`config.mk`:
```
export PLATFORM = sky130hd
export DESIGN_NAME = edge_timetagger
export DESIGN_NICKNAME = d
export VERILOG_FILES = /design/src/rtl/tt_pkg.sv /design/src/rtl/tt_edge_detect.sv /design/src/rtl/tt_group_fifo.sv /design/src/rtl/tt_emitter.sv /design/src/rtl/edge_timetagger.sv
export SDC_FILE = /design/constraint.sdc
export NUM_CORES = 1
export LEC_CHECK = 0
export ABC_AREA = 1
export BUFFER_PORTS_ARGS = -buffer_cell sky130_fd_sc_hd__buf_2
export CELL_PAD_IN_SITES_DETAIL_PLACEMENT = 1
export CELL_PAD_IN_SITES_GLOBAL_PLACEMENT = 2
export CORE_MARGIN = 2
export CORE_UTILIZATION = 43
export DETAILED_ROUTE_END_ITERATION = 8
export HOLD_SLACK_MARGIN = 0.05
export PLACE_DENSITY_LB_ADDON = 0.15
export SYNTH_ARGS = -nofsm -noshare
export SYNTH_HDL_FRONTEND = slang
export SYNTH_HIERARCHICAL = 1
export SYNTH_SLANG_ARGS = --single-unit
```
`constraint.sdc`:
```
create_clock -name clk -period 6.7 [get_ports clk]
set_input_delay 1.34 -clock clk [delete_from_list [all_inputs] [get_ports clk]]
set_output_delay 1.34 -clock clk [all_outputs]
set_load 0.03 [all_outputs]
```
`src/rtl/tt_pkg.sv`:
```
package tt_pkg;
    localparam int TT_CH     = 4;
    localparam int TT_CH_W   = $clog2(TT_CH);
    localparam int TT_TS_W   = 48;
    localparam int TT_WORD_W = 64;
    localparam int TT_POL_BIT = TT_TS_W + TT_CH_W;

    typedef struct packed {
        logic [TT_TS_W-1:0] ts;
        logic [TT_CH-1:0]   hit;
        logic [TT_CH-1:0]   pol;
    } tt_group_t;

    typedef enum logic [0:0] {
        EM_IDLE = 1'b0,
        EM_SEND = 1'b1
    } tt_em_state_t;

    function automatic logic [TT_CH_W-1:0] tt_first(input logic [TT_CH-1:0] m);
        logic [TT_CH_W-1:0] r;
        r = '0;
        for (int i = TT_CH - 1; i >= 0; i--) begin
            if (m[i]) r = TT_CH_W'(i);
        end
        return r;
    endfunction
endpackage

```
`src/rtl/tt_edge_detect.sv`:
```
module tt_edge_detect
    import tt_pkg::*;
(
    input  logic             clk,
    input  logic             rst_n,
    input  logic [TT_CH-1:0] din,
    input  logic [TT_CH-1:0] rise_en,
    input  logic [TT_CH-1:0] fall_en,
    output logic [TT_CH-1:0] hit,
    output logic [TT_CH-1:0] pol
);
    generate
        for (genvar c = 0; c < TT_CH; c++) begin : g_ch
            logic s1_q, s2_q, prev_q;
            always_ff @(posedge clk) begin
                if (!rst_n) begin
                    s1_q   <= 1'b0;
                    s2_q   <= 1'b0;
                    prev_q <= 1'b0;
                end else begin
                    s1_q   <= din[c];
                    s2_q   <= s1_q;
                    prev_q <= s2_q;
                end
            end
            always_comb begin
                pol[c] = s2_q & ~prev_q;
                hit[c] = (s2_q & ~prev_q & rise_en[c]) | (~s2_q & prev_q & fall_en[c]);
            end
        end
    endgenerate
endmodule

```
`src/rtl/tt_group_fifo.sv`:
```
module tt_group_fifo
    import tt_pkg::*;
#(
    parameter int DEPTH = 4
) (
    input  logic      clk,
    input  logic      rst_n,
    input  logic      wr_en,
    input  tt_group_t wr_data,
    input  logic      rd_en,
    output tt_group_t rd_data,
    output logic      empty,
    output logic      full
);
    localparam int PTR_W = (DEPTH > 1) ? $clog2(DEPTH) : 1;
    localparam int CNT_W = $clog2(DEPTH + 1);

    tt_group_t            mem [DEPTH];
    logic [PTR_W-1:0]     wr_ptr, rd_ptr;
    logic [CNT_W-1:0]     count;
    logic                 push, pop;

    assign empty = (count == '0);
    assign full  = (count == CNT_W'(DEPTH));
    assign push  = wr_en & ~full;
    assign pop   = rd_en & ~empty;
    assign rd_data = mem[rd_ptr];

    always_ff @(posedge clk) begin
        if (push) mem[wr_ptr] <= wr_data;
    end

    always_ff @(posedge clk) begin
        if (!rst_n) begin
            wr_ptr <= '0;
            rd_ptr <= '0;
            count  <= '0;
        end else begin
            if (push) wr_ptr <= (wr_ptr == PTR_W'(DEPTH - 1)) ? '0 : wr_ptr + 1'b1;
            if (pop)  rd_ptr <= (rd_ptr == PTR_W'(DEPTH - 1)) ? '0 : rd_ptr + 1'b1;
            count <= count + CNT_W'(push) - CNT_W'(pop);
        end
    end

    assert_no_overflow_R8: assert property (@(posedge clk) disable iff (!rst_n)
        count <= CNT_W'(DEPTH));
    assert_pop_nonempty_R8: assert property (@(posedge clk) disable iff (!rst_n)
        rd_en |-> !empty);
endmodule

```
`src/rtl/tt_emitter.sv`:
```
module tt_emitter
    import tt_pkg::*;
(
    input  logic                 clk,
    input  logic                 rst_n,
    input  logic                 grp_empty,
    input  tt_group_t            grp_data,
    output logic                 grp_pop,
    output logic                 evt_valid,
    input  logic                 evt_ready,
    output logic [TT_WORD_W-1:0] evt_data
);
    tt_em_state_t        state_q, state_d;
    logic [TT_TS_W-1:0]  ts_q;
    logic [TT_CH-1:0]    rem_q, pol_q, rem_left, one_hot;
    logic [TT_CH_W-1:0]  idx;
    logic                fire;

    assign idx      = tt_first(rem_q);
    assign one_hot  = TT_CH'(1) << idx;
    assign rem_left = rem_q & ~one_hot;
    assign fire     = (state_q == EM_SEND) & evt_ready;

    always_ff @(posedge clk) begin
        if (!rst_n) state_q <= EM_IDLE;
        else        state_q <= state_d;
    end

    always_comb begin
        state_d = state_q;
        grp_pop = 1'b0;
        unique case (state_q)
            EM_IDLE: begin
                if (!grp_empty) begin
                    grp_pop = 1'b1;
                    state_d = EM_SEND;
                end
            end
            EM_SEND: begin
                if (fire && rem_left == '0) begin
                    if (!grp_empty) grp_pop = 1'b1;
                    else            state_d = EM_IDLE;
                end
            end
            default: state_d = EM_IDLE;
        endcase
    end

    always_ff @(posedge clk) begin
        if (!rst_n) begin
            ts_q  <= '0;
            rem_q <= '0;
            pol_q <= '0;
        end else if (grp_pop) begin
            ts_q  <= grp_data.ts;
            rem_q <= grp_data.hit;
            pol_q <= grp_data.pol;
        end else if (fire) begin
            rem_q <= rem_left;
        end
    end

    always_comb begin
        evt_valid = (state_q == EM_SEND);
        evt_data  = '0;
        evt_data[TT_TS_W-1:0]       = ts_q;
        evt_data[TT_TS_W +: TT_CH_W] = idx;
        evt_data[TT_POL_BIT]         = pol_q[idx];
    end

    assert_hold_R7: assert property (@(posedge clk) disable iff (!rst_n)
        (evt_valid && !evt_ready) |=> (evt_valid && $stable(evt_data)));
    assert_ascending_R6: assert property (@(posedge clk) disable iff (!rst_n)
        (fire && rem_left != '0) |=>
        (evt_data[TT_TS_W +: TT_CH_W] > $past(evt_data[TT_TS_W +: TT_CH_W])));
endmodule

```
`src/rtl/edge_timetagger.sv`:
```
module edge_timetagger
    import tt_pkg::*;
#(
    parameter int FIFO_DEPTH = 4
) (
    input  logic                 clk,
    input  logic                 rst_n,
    input  logic [TT_CH-1:0]     din,
    input  logic [TT_CH-1:0]     rise_en,
    input  logic [TT_CH-1:0]     fall_en,
    input  logic                 ts_clear,
    output logic                 evt_valid,
    input  logic                 evt_ready,
    output logic [TT_WORD_W-1:0] evt_data,
    output logic                 overflow
);
    logic [TT_TS_W-1:0] ts_q;
    logic [TT_CH-1:0]   hit, pol;
    logic               wr_req, fifo_full, fifo_empty, fifo_pop;
    tt_group_t          wr_grp, rd_grp;
    logic               ovf_q;

    always_ff @(posedge clk) begin
        if (!rst_n || ts_clear) ts_q <= '0;
        else                    ts_q <= ts_q + 1'b1;
    end

    tt_edge_detect u_detect (
        .clk     (clk),
        .rst_n   (rst_n),
        .din     (din),
        .rise_en (rise_en),
        .fall_en (fall_en),
        .hit     (hit),
        .pol     (pol)
    );

    assign wr_req     = |hit;
    assign wr_grp.ts  = ts_q;
    assign wr_grp.hit = hit;
    assign wr_grp.pol = pol;

    tt_group_fifo #(.DEPTH(FIFO_DEPTH)) u_fifo (
        .clk     (clk),
        .rst_n   (rst_n),
        .wr_en   (wr_req),
        .wr_data (wr_grp),
        .rd_en   (fifo_pop),
        .rd_data (rd_grp),
        .empty   (fifo_empty),
        .full    (fifo_full)
    );

    tt_emitter u_emit (
        .clk       (clk),
        .rst_n     (rst_n),
        .grp_empty (fifo_empty),
        .grp_data  (rd_grp),
        .grp_pop   (fifo_pop),
        .evt_valid (evt_valid),
        .evt_ready (evt_ready),
        .evt_data  (evt_data)
    );

    always_ff @(posedge clk) begin
        if (!rst_n)                    ovf_q <= 1'b0;
        else if (wr_req && fifo_full)  ovf_q <= 1'b1;
    end
    assign overflow = ovf_q;

    assert_sticky_R8: assert property (@(posedge clk) disable iff (!rst_n)
        overflow |=> overflow);
    assert_fmt_R5: assert property (@(posedge clk) disable iff (!rst_n)
        evt_valid |-> (evt_data[TT_WORD_W-1:TT_POL_BIT+1] == '0));
endmodule

```
==> reports/qor.txt <==
Post-CTS Resized: 0
setup TNS: 0 ns
critical path's slowest cell: dfxtp_1
Power Total: 6.31 mW
Setup crit end kind: output port
GPL Wtd Cong: 0.762
commonest non-fill, non-tap cell in the layout: nor2_1
commonest non-fill, non-tap cells in the layout: nor2_1 (314), edfxtp_1 (224), nand2_1 (153), o21ai_0 (134), dfxtp_1 (126)
n_diodes: 0
Row Count: 67
Startpoint Class: flip-flop
DR iter-0 viols: 485
CTS root buffer: clkbuf_16
XOR/XNOR share of the synthesized area: 0.00596
Final Max Slew Viols: 0
number of buffers created by CTS: 40
min Tclk post-route: 3.21 ns
CTS max path bufs: 3
chip height: 189 um
Layout area overhead: 12.5%
Cell Chain, Critical Path: inv_1, nor2_2, nor2_1, nor2_1, nor2_1, nor2_1, o31ai_1, nand3_1, buf_2
Pleak: 6.21 nW
status: complete, no violations
WL final: 35500 um
Slew HR: 0.333
largest family of logic cells by synthesized area: simple AND/OR/NAND/NOR gates
Hold WC Path Type: flip-flop to flip-flop
first drt pass iteration count: 5
CTS Sinks: 351
Post-CTS Setup Bufs: 0
critical path class: flip-flop to output port
worst-path maximum fanout: 4
Yosys warnings: 6
Synth Flop Type: edfxtp_1
Required @ worst endpoint: 5.36 ns
share of cells above drive strength 1: 0.163
final clock period utilization by the worst path: 0.479
Syn Inst Count: 1401
Remaining DRCs: 0
core area: 33600 um2
clk_lat worst skew: 0.52 ns
clk_skew: 0.0117 ns
via count: 9911
I/O pins: 82
hold bufs inserted after CTS: 0
wire per inst: 18.3 um
CTS tree: done
adder-cell share of the synthesized area: 0.00817
Synth cell types: 40
mux cell area share after synthesis: 0
compound-gate portion of the synthesized area: 0.112
worst slew pin tran: 1.00 ns
#FFs+latches synth: 351
hold path cells: 2
area share of and/or/nand/nor cells after synthesis: 0.183
IR drop worst, VDD: 0.185 mV
DP Wirelength: 22300 um
Die ar.: 35700 um2
largest net degree at the start of global routing: 76
cell area after synthesis: 14700 um2
Finish-stage setup viols: 0
RSZ-0062 raised after global routing: no
vias in the first global route: 10200
Worst-path clk slew: 0.05 ns
GRT Total Usage: 0.203
post-synthesis async set-or-reset flop share: 0
Seq/Total Area, Yosys: 0.631
first-pass GRT wire length: 56800 um
pwr dens: 382 nW/um2
I/O Buffers: 68
MaxCap Viol Count: 0
fmax: 0.311 GHz
EDFF count, synth: 224
via/cell ratio: 5.10
Final Hold Vio Count: 0
initial antenna violation count: 0
Crit path largest cell delay: 0.37 ns
most common cell type on the critical path: nor2_1
H-tree depth: 2
Final #Nets: 1488
Reg2Reg Depth: 8
Avg Inst Size Synth: 10.5 um2
Final ANT Viol Nets: 0
Initial Util: 0.437
WP data arrival: 1.87 ns
global route overflow: 0
Die X: 189 um
-- cell families after synthesis --
group | Yosys count
adders and majority gates | 9
DFF | 351
and+or+nand+nor | 586
xor gates and xnor gates | 10
buffers and inverters | 171
other | 1
AOI/OAI and AO/OA | 273
-- sequential cells by signal, summed over array words and instances, names as in the netlist, named ones only --
register / count
u_fifo/count: 3
u_emit/ts_q: 48
u_detect/g_ch.s1_q: 4
overflow: 1
u_detect/g_ch.s2_q: 4
u_emit/evt_valid: 1
u_fifo/mem: 224
u_fifo/rd_ptr: 2
u_emit/rem_q: 4
u_fifo/wr_ptr: 2
u_detect/g_ch.prev_q: 4
u_emit/pol_q: 4
ts_q: 48
-- worst max-delay path: cells and delay by family, from the launching register on --
family / cells / cell delay, ns
flops: 1 / 0.37
simple gates: 6 / 0.61
compound gates: 1 / 0.08
buf+inv: 2 / 0.28
-- worst paths after layout --
check	slack [ns]	to	start
hold reg to reg	0.42	u_detect/g_ch[0].s2_q$_SDFF_PN0_	u_detect/g_ch[0].s1_q$_SDFF_PN0_
setup / recovery	3.49	evt_data[50]	u_emit/rem_q[3]$_SDFFE_PN0P_
setup reg to reg	3.83	u_emit/rem_q[2]$_SDFFE_PN0P_	flip-flop
hold / removal	0.42	u_detect/g_ch[0].s2_q$_SDFF_PN0_	u_detect/g_ch[0].s1_q$_SDFF_PN0_
-- Yosys cell counts, types with 2 or more instances --
cell type  number  share of area
nand2_4         4         0.0031
nor2_4         39          0.030
buf_12          4         0.0054
buf_2          17         0.0058
inv_2           4         0.0010
nand3_1        31          0.011
dfxtp_1       127           0.17
ha_1            8         0.0068
clkbuf_1       23         0.0059
nor2_8          2         0.0027
inv_1          95          0.024
nand2_1       153          0.039
o22ai_2        26          0.022
o21ai_2         4         0.0024
o22ai_1        30          0.013
buf_6          12         0.0092
buf_4          14         0.0072
nand4_1        10         0.0043
nand2_2        10         0.0043
nand3b_1        5         0.0026
xnor2_1         2         0.0012
edfxtp_1      224           0.46
o21ai_1        41          0.014
a31oi_1         2        0.00085
o21ai_0       134          0.046
nor2_2          8         0.0034
o21a_1          6         0.0031
xor2_1          8         0.0048
nor3_1          3         0.0010
a21oi_1        27         0.0092
nor2_1        319          0.081
-- stage by stage --
stage,setup WS (ns),cells,instance area [um2],util,hold slack (ns)
2_1_floorplan,2.05,1413,14700,-,0.390
3_3_place_gp,3.23,1869,15300,0.454,0.396
3_5_place_dp,3.20,1869,15300,0.454,0.407
4_1_cts,3.46,1942,16500,0.492,0.421
5_1_grt,3.36,1942,16500,0.492,0.434
6_report,3.49,1942,16500,0.492,0.418
-- power breakdown --
part | internal, mW | leakage, nW | switching (mW)
sequential | 2.55 | 3.20 | 0.136
combinational | 0.440 | 2.39 | 1.12
clock | 1.22 | 0.621 | 0.849
total | 4.21 | 6.21 | 2.10
-- final cells by class --
class / count / area (um2)
Tap cell: 448 / 561
Clock buffer: 54 / 1130
Multi-Input combinational cell: 891 / 4630
Sequential cell: 351 / 9270
Fill cell: 3745 / 17100
Timing Repair Buffer: 79 / 423
Inverter: 100 / 378
Clock inverter: 19 / 135
-- metal layers --
layer | wire length, um | up-vias | track usage
li1 | - | 4832 | -
met4 | 557 | 0 | 0.0466
met5 | 0 | - | 0
met3 | 1200 | 46 | 0.0285
met1 | 17100 | 4904 | 0.284
met2 | 16600 | 129 | 0.338
(Power assumes the default switching activity.)
